### src/rtl/colgen_pkg.sv
package colgen_pkg;
  parameter int COLW = 8;
  localparam int LGW = $clog2(COLW + 1);

  // Length code to log2 of the beat count; codes 4..6 collapse to one beat.
  function automatic logic [LGW-1:0] len_log2(input logic [2:0] code);
    case (code)
      3'd1: len_log2 = LGW'(1);
      3'd2: len_log2 = LGW'(2);
      3'd3: len_log2 = LGW'(3);
      3'd7: len_log2 = LGW'(COLW);
      default: len_log2 = '0;
    endcase
  endfunction

  function automatic logic [COLW-1:0] low_mask(input logic [LGW-1:0] lg);
    logic [COLW:0] one_hot;
    one_hot  = (COLW+1)'(1) << lg;
    low_mask = COLW'(one_hot - (COLW+1)'(1));
  endfunction

  // Wrapping count inside the aligned block of size 2**lg.
  function automatic logic [COLW-1:0] seq_col(input logic [COLW-1:0] base,
                                              input logic [COLW-1:0] idx,
                                              input logic [LGW-1:0]  lg);
    logic [COLW-1:0] m;
    m = low_mask(lg);
    seq_col = (base & ~m) | ((base + idx) & m);
  endfunction

  function automatic logic [COLW-1:0] ilv_col(input logic [COLW-1:0] base,
                                              input logic [COLW-1:0] idx,
                                              input logic [LGW-1:0]  lg);
    ilv_col = base ^ (idx & low_mask(lg));
  endfunction
endpackage

### src/rtl/colgen_mode_dec.sv
module colgen_mode_dec
  import colgen_pkg::*;
(
  input  logic [2:0]     len_code,
  input  logic           ilv_req,
  input  logic           wr_single,
  input  logic           is_write,
  output logic [LGW-1:0] lg,
  output logic           full,
  output logic           ilv
);
  logic force_one;
  logic full_code;

  assign force_one = wr_single & is_write;
  assign full_code = (len_code == 3'd7);

  always_comb begin
    lg   = force_one ? '0 : len_log2(len_code);
    full = full_code & ~force_one;
    ilv  = ilv_req & ~full;
  end
endmodule

### src/rtl/colgen_beat_ctr.sv
module colgen_beat_ctr
  import colgen_pkg::*;
(
  input  logic            clk,
  input  logic            rst_n,
  input  logic            start,
  input  logic            stop,
  input  logic [COLW-1:0] col_in,
  input  logic [LGW-1:0]  lg_in,
  input  logic            full_in,
  input  logic            ilv_in,
  output logic            active,
  output logic [COLW-1:0] idx,
  output logic [COLW-1:0] base,
  output logic [LGW-1:0]  lg,
  output logic            full,
  output logic            ilv,
  output logic            last_beat
);
  assign last_beat = active & ~full & (idx == low_mask(lg));

  always_ff @(posedge clk) begin
    if (!rst_n) begin
      active <= 1'b0;
      idx    <= '0;
      base   <= '0;
      lg     <= '0;
      full   <= 1'b0;
      ilv    <= 1'b0;
    end else if (start) begin
      active <= 1'b1;
      idx    <= '0;
      base   <= col_in;
      lg     <= lg_in;
      full   <= full_in;
      ilv    <= ilv_in;
    end else if (stop || last_beat) begin
      active <= 1'b0;
    end else if (active) begin
      idx <= idx + 1'b1;
    end
  end

  a_r6_ends_after_last: assert property (@(posedge clk) disable iff (!rst_n)
    (last_beat && !start) |=> !active);
  a_r8_stop_ends: assert property (@(posedge clk) disable iff (!rst_n)
    (stop && !start) |=> !active);
  a_r11_mode_held: assert property (@(posedge clk) disable iff (!rst_n)
    (active && !start) |=> ($stable(lg) && $stable(full) && $stable(base)));
endmodule

### src/rtl/colgen_addr_map.sv
module colgen_addr_map
  import colgen_pkg::*;
(
  input  logic            active,
  input  logic [COLW-1:0] base,
  input  logic [COLW-1:0] idx,
  input  logic [LGW-1:0]  lg,
  input  logic            ilv,
  output logic [COLW-1:0] addr
);
  always_comb begin
    if (!active)  addr = '0;
    else if (ilv) addr = ilv_col(base, idx, lg);
    else          addr = seq_col(base, idx, lg);
  end

  // bits above the burst block never move.
  a_r3_upper_fixed: assert final (!active ||
    ((addr & ~low_mask(lg)) == (base & ~low_mask(lg))));
endmodule

### src/rtl/burst_colgen.sv
module burst_colgen
  import colgen_pkg::*;
#(
  parameter int CW = COLW
) (
  input  logic          clk,
  input  logic          rst_n,
  input  logic [2:0]    mode_len,
  input  logic          mode_ilv,
  input  logic          mode_wr_single,
  input  logic          cmd_start,
  input  logic          cmd_write,
  input  logic [CW-1:0] cmd_col,
  input  logic          cmd_stop,
  output logic          col_valid,
  output logic [CW-1:0] col_addr,
  output logic          col_last
);
  logic [LGW-1:0]  dec_lg;
  logic            dec_full;
  logic            dec_ilv;
  logic            act;
  logic [COLW-1:0] idx;
  logic [COLW-1:0] base;
  logic [LGW-1:0]  cur_lg;
  logic            cur_full;
  logic            cur_ilv;
  logic            last_beat;
  logic [COLW-1:0] addr;

  colgen_mode_dec u_dec (
    .len_code(mode_len), .ilv_req(mode_ilv), .wr_single(mode_wr_single),
    .is_write(cmd_write), .lg(dec_lg), .full(dec_full), .ilv(dec_ilv)
  );

  colgen_beat_ctr u_ctr (
    .clk(clk), .rst_n(rst_n), .start(cmd_start), .stop(cmd_stop),
    .col_in(COLW'(cmd_col)), .lg_in(dec_lg), .full_in(dec_full),
    .ilv_in(dec_ilv), .active(act), .idx(idx), .base(base), .lg(cur_lg),
    .full(cur_full), .ilv(cur_ilv), .last_beat(last_beat)
  );

  colgen_addr_map u_map (
    .active(act), .base(base), .idx(idx), .lg(cur_lg), .ilv(cur_ilv),
    .addr(addr)
  );

  assign col_valid = act;
  assign col_addr  = CW'(addr);
  assign col_last  = last_beat;

  a_r2_first_beat: assert property (@(posedge clk) disable iff (!rst_n)
    cmd_start |=> (col_valid && col_addr == $past(cmd_col)));
  a_r10_single_write: assert property (@(posedge clk) disable iff (!rst_n)
    (cmd_start && cmd_write && mode_wr_single) |=> col_last);
  a_r7_full_step: assert property (@(posedge clk) disable iff (!rst_n)
    (col_valid && cur_full && !cmd_start && !cmd_stop) |=>
      (col_valid && col_addr == CW'($past(col_addr) + 1'b1) && !col_last));
  a_r1_idle_quiet: assert property (@(posedge clk) disable iff (!rst_n)
    !col_valid |-> (!col_last && col_addr == '0));
endmodule

### config.mk
export PLATFORM = sky130hd
export DESIGN_NAME = burst_colgen
export DESIGN_NICKNAME = d
export VERILOG_FILES = /design/src/rtl/colgen_pkg.sv /design/src/rtl/colgen_mode_dec.sv /design/src/rtl/colgen_beat_ctr.sv /design/src/rtl/colgen_addr_map.sv /design/src/rtl/burst_colgen.sv
export SDC_FILE = /design/constraint.sdc
export NUM_CORES = 1
export LEC_CHECK = 0
export ABC_AREA = 1
export BUFFER_PORTS_ARGS = -buffer_cell sky130_fd_sc_hd__buf_4
export CAP_MARGIN = 40
export CORE_MARGIN = 2
export CORE_UTILIZATION = 58
export CTS_BUF_LIST = sky130_fd_sc_hd__clkbuf_2 sky130_fd_sc_hd__clkbuf_4 sky130_fd_sc_hd__clkbuf_8
export DETAILED_ROUTE_END_ITERATION = 6
export PLACE_DENSITY = 0.82
export SETUP_SLACK_MARGIN = 0.15
export SLEW_MARGIN = 20
export SYNTH_ARGS = -nofsm -noshare
export SYNTH_HDL_FRONTEND = slang
export SYNTH_SLANG_ARGS = --single-unit
### constraint.sdc
create_clock -name clk -period 2.52 [get_ports clk]
set_clock_uncertainty 0.1 [all_clocks]
set_input_delay 0.126 -clock clk [delete_from_list [all_inputs] [get_ports clk]]
set_output_delay 0.126 -clock clk [all_outputs]
set_load 0.02 [all_outputs]
* Yosys cells after proc, flatten, opt, wreduce, memory -nomap -nowiden *
Cells that the tools add are included.

cells by class
  multiplexer cells = 6
  reductions and logical operators = 4
  bitwise operators = 16
  add/sub/neg operators = 3
  eq/ne operators = 5
  shift-type cells = 1

operators by type and width
  operator                                           count
  bitwise AND 8 bit                                  3
  two-way mux 8 bit                                  2
  case mux 4 bit (4 select lines)                    1
  adder 8 x 1 -> 8 bit (second input constant)       1
  adder 8 bit                                        1
  == test 8 bit                                      1
  NOT 8 bit                                          1
  bitwise OR 8 bit                                   1
  left shift 1 x 4 -> 8 bit (first input constant)   1
  subtractor 8 x 1 -> 8 bit (second input constant)  1
  bitwise XOR 8 bit                                  1
  == test 3 x 2 -> 1 bit (second input constant)     2
  bitwise AND 1 bit                                  5
  NOT 1 bit                                          5
  two-way mux 4 bit                                  1
  == test 3 x 1 -> 1 bit (second input constant)     1
  == test 3 bit (second input constant)              1
  two-way mux 1 bit                                  2
  AND reduction 2 bit                                1
  nonzero test 2 bit                                 1
  OR reduction 2 bit                                 1
  logical OR 1 bit                                   1

storage, ports and cells
  register bits = 23
  input port bits = 18

* Logic depth before layout (Yosys ltp) *
Gate-level depths: netlist of run 1.

  depth in word-level cells = 7
  mapped depth = 13
  mapped depth without buffers = 13

* Hierarchy *
From an unflattened synthesis of run 1, not the netlist that was laid out.

unflattened totals
  cells, all modules = 337
  area total of the unflattened synthesis = 2,055.7 µm²

by module, submodules not included
  module           cells an instance  instances  area an instance (µm²)
  colgen_beat_ctr  184                1          1,243.7
  colgen_addr_map  140                1          749.5
  colgen_mode_dec  13                 1          62.6

* Worst setup path before layout of run 1 *
Ideal clock, no wire load.

  path type = reg-to-reg
  from = register u_ctr.lg[3]
  to = register u_ctr.idx[5]
  clock period less this slack = 2.296 ns
  arrival = 2.065 ns
  path buffers = 0
  stages on the path, launching flop included = 13
  setup slack = 0.224 ns
  library setup time = 0.131 ns
  cell sequence = dfxtp_1 nor2_1 nand2_1 ha_1 xor2_1 inv_1 ha_1 nor2_1 nand4_2 nor2_2 nor2_4 nand2_1 a21oi_1

between the ends
  word-level cells in the longest chain between the ends = 7

ends and longest elaborated chain
  element                               RTL line               source
  start, declared                       colgen_beat_ctr.sv:15  output logic [LGW-1:0] lg,
  start signal, assigned                colgen_beat_ctr.sv:34  lg <= lg_in;
  left shift 1 x 4 -> 8 bit             colgen_pkg.sv:18       one_hot = (COLW+1)'(1) << lg;
  subtractor 8 x 1 -> 8 bit             colgen_pkg.sv:19       low_mask = COLW'(one_hot - (COLW+1)'(1));
  == test 8 bit                         colgen_beat_ctr.sv:20  assign last_beat = active & ~full & (idx == low_mask(lg));
  bitwise AND 1 bit                     colgen_beat_ctr.sv:20
  via col_last                          burst_colgen.sv:17     output logic col_last
  logical OR 1 bit                      colgen_beat_ctr.sv:37  end else if (stop || last_beat) begin
  NOT 1 bit (no source line)            -
  AND reduction 2 bit (no source line)  -
  end signal, assigned                  colgen_beat_ctr.sv:40  idx <= idx + 1'b1;
  end, declared                         colgen_beat_ctr.sv:13  output logic [COLW-1:0] idx,

The timed path passes the listed nets, and every way through them passes these cells.
A chain may end at the register's enable or synchronous reset.

* Worst setup path after layout of run 1 *
  from = register u_ctr.lg[3]
  to = register u_ctr.idx[2]

between the ends
  word-level cells in the longest chain between the ends = 7

ends and longest elaborated chain
  element                               RTL line
  left shift 1 x 4 -> 8 bit             colgen_pkg.sv:18
  subtractor 8 x 1 -> 8 bit             colgen_pkg.sv:19
  == test 8 bit                         colgen_beat_ctr.sv:20
  bitwise AND 1 bit                     colgen_beat_ctr.sv:20
  logical OR 1 bit                      colgen_beat_ctr.sv:37
  NOT 1 bit (no source line)            -
  AND reduction 2 bit (no source line)  -

No other way between the ends.

==> key figures, run 1 <==
Logic synthesis
  – Syn Area/Cell: 6.55 um^2
  – Primary FF master, synth: dfxtp_1
  – Sequential-to-total area share from yosys stat: approximately a quarter
  – Async S/R FF share, synth: 0%
  – Top cells by count, synth: nand2_1 (68), inv_1 (35), a21oi_1 (27), o21ai_0 (24), dfxtp_1 (22)
  – Most common cell in the synthesized netlist: nand2_1
  – Post-synth EDFFs: 0
  – Synth cell types: 22
  – Mapped Nets: 293
  – Yosys warns: 0
  – Top cell type by total area after synthesis: dfxtp_1
  – Synth area leaders: dfxtp_1 (26%), nand2_1 (15%), ha_1 (13%)
  – Cell Area, Synth: 0.00168 mm^2
  – Instance count of the mapped netlist: between 200 and 300
  – Synth Register Bits: 22
  – Yosys top cell area share: a little over a quarter

Floorplan
  – Die area: 0.00334 mm^2
  – Row Count: 19
  – Die height: 57.8 um
  – Top-Level Pins: 28
  – Initial Util: 60.8%
  – Die boundary width: 57.8 um
  – Core Box Area: around 0.0028 mm^2

Drt
  – DRT iter0 DRCs: just under 100
  – Routed via count: roughly 1.9k
  – DRC viols: 0
  – DR WL/cell: 15.3 um
  – First-pass DRT Iterations: 4
  – Final WL: 5140 um
  – Vias per cell: around 5.8
  – DRT antenna net count: 0

Clock tree
  – Inserted Clock Buffers: 3
  – Worst-skew pair later-pin latency: 330 ps
  – CTS tree: yes
  – Clock Tree Buf Depth: 2
  – CTS sink count: 22
  – CTS root buf: clkbuf_4
  – Number of H-tree levels: 1
  – Clock transition at path regs: about 140 ps

Final layout
  – Layout overhead on the synthesized area: 35.2%
  – Ant. Diodes: 0
  – Layout cells sized above 1: a little under a quarter
  – Nets@finish: 344
  – Fillers: 185
  – Area of the multi-input gates: 0.00117 mm^2
  – Post-route insts no fill: 337
  – Register area: ~450 um^2
  – Design Area, Final: 0.00227 mm^2

Global routing
  – Total GRT Usage: 29.4%
  – Initial antenna violation count: 0
  – Vias in the first global route: 1,700
  – Overflow after GRT: 0
  – Global-route wire length before repair: between 7000 and 8000 um
  – Largest net degree at the start of global routing: 21

Power and ir drop
  – Max VDD drop: 0.398 mV
  – PD cells: 393 mW/mm^2
  – Pleak: 0.00111 uW

Placement
  – Final HPWL DP: 2960 um
  – Final Wtd Congestion: 0.901
  – Placed insts: 312
  – Input/output buffers: 27
  – DP Worst Slack: around 220 ps
  – Area after DPL: 0.00192 mm^2

Worst setup path
  – Crit path capture type: flip-flop
  – R2R depth: 12
  – Slowest-stage cell, CP: dfxtp_2
  – Reg-to-Reg Start: u_ctr.lg[3]$_SDFFE_PN0P_
  – FF-to-FF End: u_ctr.idx[2]$_SDFFE_PP0P_
  – Critical path type: reg -> reg
  – Worst path required time: between 2000 and 3000 ps
  – Most frequent cell on the critical path: nand2_1
  – Worst-path maximum fanout: 9
  – Worst-path cell chain: buf_4 > nor2_2 > nand2_1 > xor2_2 > inv_2 > ha_4 > nor2_4 > nand4_2 > buf_6 > o21ai_4 > nand2_1 > a21oi_1
  – Critical Path AT: about 2600 ps
  – Worst Setup EP: u_ctr.idx[2]$_SDFFE_PP0P_
  – Startpoint Class: flip-flop
  – Crit path launch: u_ctr.lg[3]$_SDFFE_PN0P_
  – Max incr delay on CP: 360 ps
  – R2r setup slk: 100 ps

STA
  – Final Hold Vio Count: 0
  – Fmax: 414 MHz
  – Worst-Margin Slew: roughly 640 ps
  – Slew headroom: 57.5%
  – RSZ-0062 raised after global routing: yes
  – Setup violations, final: 0
  – Final setup margin: 102 ps
  – Worst hold slack: 35.8 ps
  – Count of pins over their slew limit: 0
  – Period utilisation layout: a little over nine tenths
  – Minimum clock period: 2420 ps
  – Setup TNS: 0 ps

Flow run
  – Max-cap violations: 0

Hold path
  – Worst Hold Class: in -> reg

Status
  – Status: completed
[placed cells by master (no fill, tap or decap), drive strengths merged]
| cell | count |
|---|---|
| nand2 | 68 |
| buf | 37 |
| inv | 37 |
| a21oi | 27 |
| o21ai | 25 |
| dfxtp | 22 |
| nor2 | 20 |
| ha | 18 |
| nand3 | 15 |
| dlygate4sd3 | 13 |
| nand4 | 6 |
| xor2 | 5 |
| xnor2 | 3 |
| clkbuf | 3 |
| nand3b | 2 |
| o211ai | 2 |
| or2 | 1 |
| fa | 1 |
| bufinv | 1 |
[routing by layer]
| layer | global-route usage [%] | wire length, um |
|---|---|---|
| met5 | 0 | 0 |
| met4 | 12.3 | 235 |
| met3 | 4.02 | 354 |
| met2 | 50.6 | 2520 |
| met1 | 36.9 | 2040 |
[worst min path at each step]
stage	start	endpoint	slack, ps	depth (start not counted)
after global routing	mode_len[2]	u_ctr.lg[1]$_SDFFE_PN0P_	60	4
after detailed placement	cmd_col[6]	u_ctr.base[6]$_SDFFE_PN0P_	230	3
after global placement	cmd_col[7]	u_ctr.base[7]$_SDFFE_PN0P_	230	3
final	mode_len[2]	u_ctr.lg[1]$_SDFFE_PN0P_	40	4
after floorplan	cmd_col[0]	u_ctr.base[0]$_SDFFE_PN0P_	140	2
after CTS	mode_len[2]	u_ctr.lg[1]$_SDFFE_PN0P_	5	4
[through the flow]
step,util [%],power [uW]
floorplan,-,483
global placement,69.6,541
detailed placement,69.6,543
CTS,78.1,853
global route,82.3,927
finish,82.3,891
[area by class of cell]
type                    count  share of cell area (%)
multi-input cells         193                    51.7
flip-flops and latches     22                    19.8
repair buffers             50                    18.3
inverters                  37                    6.12
well taps                  31                    1.71
clock inverters             1                    1.32
clock buffers               3                   0.993
[kinds of logic (layout without fill, tap and decap cells)]
| logic type | after synthesis | count (layout) | share of synthesized area [%] |
|---|---|---|---|
| adders and majority gates | 19 | 19 | 14.6 |
| and+or+nand+nor | 112 | 112 | 29.1 |
| xor gates and xnor gates | 8 | 8 | 4.18 |
| AOI/OAI and AO/OA | 54 | 54 | 16.6 |
| DFF | 22 | 22 | 26.2 |
| buffers and inverters | 41 | 91 | 9.25 |
[flip-flops by register name, summed over array words and instances (netlist names)]
| signal | cells |
|---|---|
| u_ctr.base | 8 |
| u_ctr.idx | 8 |
| u_ctr.lg | 3 |
| u_ctr.active | 1 |
| u_ctr.full | 1 |
| u_ctr.ilv | 1 |
[repair_timing]
| item | in CTS | in global routing |
|---|---|---|
| pin swaps | 5 | 12 |
| hold buffers | 13 | 0 |
| gates resized for setup | 9 | 22 |
| setup endpoints to repair | 3 | 14 |
| setup buffers | 4 | 4 |
| hold endpoints to repair | 13 | 0 |
[report_power, final]
| part | switching (uW) | leakage, uW | total [uW] | internal, uW |
|---|---|---|---|---|
| Sequential | 15.8 | 0.000182 | 375 | 359 |
| Combinational | 124 | 0.000903 | 231 | 107 |
| Clock | 124 | 0.0000279 | 285 | 161 |
[critical path, delay by kind of cell (launching register included)]
kind                       cells  cell delay [ps]
adders and majority gates      1              220
xor gates and xnor gates       1              180
buffers and inverters          3              430
AOI/OAI and AO/OA              2              410
and+or+nand+nor                5              650
DFF                            1              360
(Power assumes the default switching activity.)
==> run 2, diff against run 1 <==
--- a/config.mk
+++ b/config.mk
@@ -7,7 +7,6 @@
 export LEC_CHECK = 0
 export ABC_AREA = 1
 export BUFFER_PORTS_ARGS = -buffer_cell sky130_fd_sc_hd__buf_4
-export CAP_MARGIN = 40
 export CORE_MARGIN = 2
 export CORE_UTILIZATION = 58
 export CTS_BUF_LIST = sky130_fd_sc_hd__clkbuf_2 sky130_fd_sc_hd__clkbuf_4 sky130_fd_sc_hd__clkbuf_8
==> constraint.sdc (replaced) <==
create_clock -name clk -period 2.52 [get_ports clk]
set_clock_uncertainty 0.1 [all_clocks]
set_input_delay 0.504 -clock clk [delete_from_list [all_inputs] [get_ports clk]]
set_output_delay 0.504 -clock clk [all_outputs]
set_load 0.02 [all_outputs]
==> key figures, run 2 (synthesized netlist as in run 1, its figures left out) <==
Floorplan
  – Die boundary width: 57.8 um
  – Core Box Area: 0.00276 mm^2
  – Die height: a little under 60 um
  – Initial Util: 60.8%
  – Row Count: 19
  – Top-Level Pins: 28
  – Die area: 0.00334 mm^2

Power and ir drop
  – Max VDD drop: 0.676 mV
  – PD cells: 374 mW/mm^2
  – Pleak: roughly 0.0011 uW
  – Post-route total power: about 900 uW

Final layout
  – Commonest non-fill, non-tap cell in the layout: nand2_1
  – Fillers: about 130
  – Post-route insts no fill: 333
  – Layout overhead on the synthesized area: 47.7%
  – Ant. Diodes: 0
  – Register area: 478 um^2
  – Top Registers: u_ctr.base: 8 flops, u_ctr.idx: 8 flops, u_ctr.lg: 3 flops
  – Most frequent cells in the layout: nand2_1 (52), buf_4 (40), inv_1 (29)
  – Layout cells sized above 1: between 40% and 50%
  – Nets@finish: 340
  – Area of the multi-input gates: 0.00140 mm^2

Global routing
  – Global-route wire length before repair: 8600 um
  – Overflow after GRT: 0
  – Initial antenna violation count: 0
  – Vias in the first global route: 1,830
  – Largest net degree at the start of global routing: 21
  – Total GRT Usage: 34.2%

STA
  – Setup violations, final: 7
  – Final Hold Vio Count: 0
  – Fmax: 352 MHz
  – RSZ-0062 raised after global routing: yes
  – Minimum clock period: around 2800 ps
  – Count of pins over their slew limit: 0
  – Final setup margin: -320 ps
  – Slew headroom: 48.6%
  – Period utilisation layout: 113%
  – Worst hold slack: approximately 260 ps
  – Setup TNS: -974 ps
  – Worst-Margin Slew: between 700 and 800 ps

Worst setup path
  – Startpoint Class: flip-flop
  – Worst path required time: roughly 1900 ps
  – Critical path type: reg -> out
  – Crit path capture type: output port
  – R2r setup slk: 30 ps
  – Worst-path maximum fanout: 2
  – Critical Path AT: between 2000 and 2500 ps

Drt
  – DRT iter0 DRCs: about 280
  – DRC viols: 0
  – First-pass DRT Iterations: 6
  – Routed via count: 2,168
  – DRT antenna net count: 0
  – Vias per cell: 6.51
  – Final WL: 6880 um
  – DR WL/cell: about 21 um

Clock tree
  – Inserted Clock Buffers: 3
  – Clock transition at path regs: between 100 and 150 ps
  – CTS sink count: 22
  – Worst-skew pair later-pin latency: around 330 ps
  – CTS tree: yes
  – CTS root buf: clkbuf_4
  – Clock Tree Buf Depth: 2
  – Number of H-tree levels: 1

Placement
  – Final Wtd Congestion: roughly 0.85
  – Placed insts: between 300 and 400
  – Input/output buffers: 27
  – Final HPWL DP: 3080 um

Status
  – Status: complete, but fails checks
  – Failing checks: negative setup slack

Hold path
  – Worst Hold Class: in -> reg

Flow run
  – Max-cap violations: 0
==> run 2: cell type report <==
type	count	share of cell area [%]
clock inverter	1	1.21
inverter	37	5.71
clock buffer	3	0.909
multi-input combinational	193	56.5
tap	31	1.57
sequential	22	19.3
timing repair buffer	46	14.8
==> run 2: worst paths after layout <==
check / startpoint / to / cells past startpoint
max: u_ctr.lg[1]$_SDFFE_PN0P_ / col_addr[2] / 13
min: cmd_col[5] / u_ctr.base[5]$_SDFFE_PN0P_ / 3
max reg2reg: u_ctr.lg[1]$_SDFFE_PN0P_ / u_ctr.idx[1]$_SDFFE_PP0P_ / 12
min reg2reg: u_ctr.idx[5]$_SDFFE_PP0P_ / u_ctr.idx[5]$_SDFFE_PP0P_ / 2
==> run 2: repair_timing <==
action | CTS | global route
endpoints found under the hold margin | 0 | 0
hold buffers | 0 | 0
pin swaps | 19 | 24
gates resized for setup | 59 | 41
setup buffers | 8 | 6
endpoints found under the setup margin | 9 | 16
==> run 2: power breakdown <==
part,internal [uW],switching (uW)
registers,355,20.5
clock network,161,127
logic,111,151
==> run 2: metal layers <==
layer  GRT usage [%]  vias up  part of all wire (%)
met3            7.59       64                    11
li1                -      933                     -
met2            58.9      198                    47
met4            22.9        0                   7.9
met1            37.2      973                    35
met5               0        -                     0
==> run 2: per-stage QoR <==
stage	setup WS [ps]	cell area [um^2]	utilization (%)
final	-320	2480	89.8
after global routing	-376	2480	89.8
after CTS	-39.2	2300	83.4
after detailed placement	10.0	1950	70.6
after global placement	92.1	1950	70.6
after floorplan	159	1680	-
==> run 2: critical path, cell delays in order, from the launching register on <==
cell	delay [ps]
dfxtp_2	360
nor2_4	150
nand2_2	110
ha_4	200
xor2_4	200
inv_2	80
ha_4	170
a21oi_2	120
o21ai_1	110
nand2_1	120
inv_2	60
nand2_2	70
inv_2	40
buf_6	120
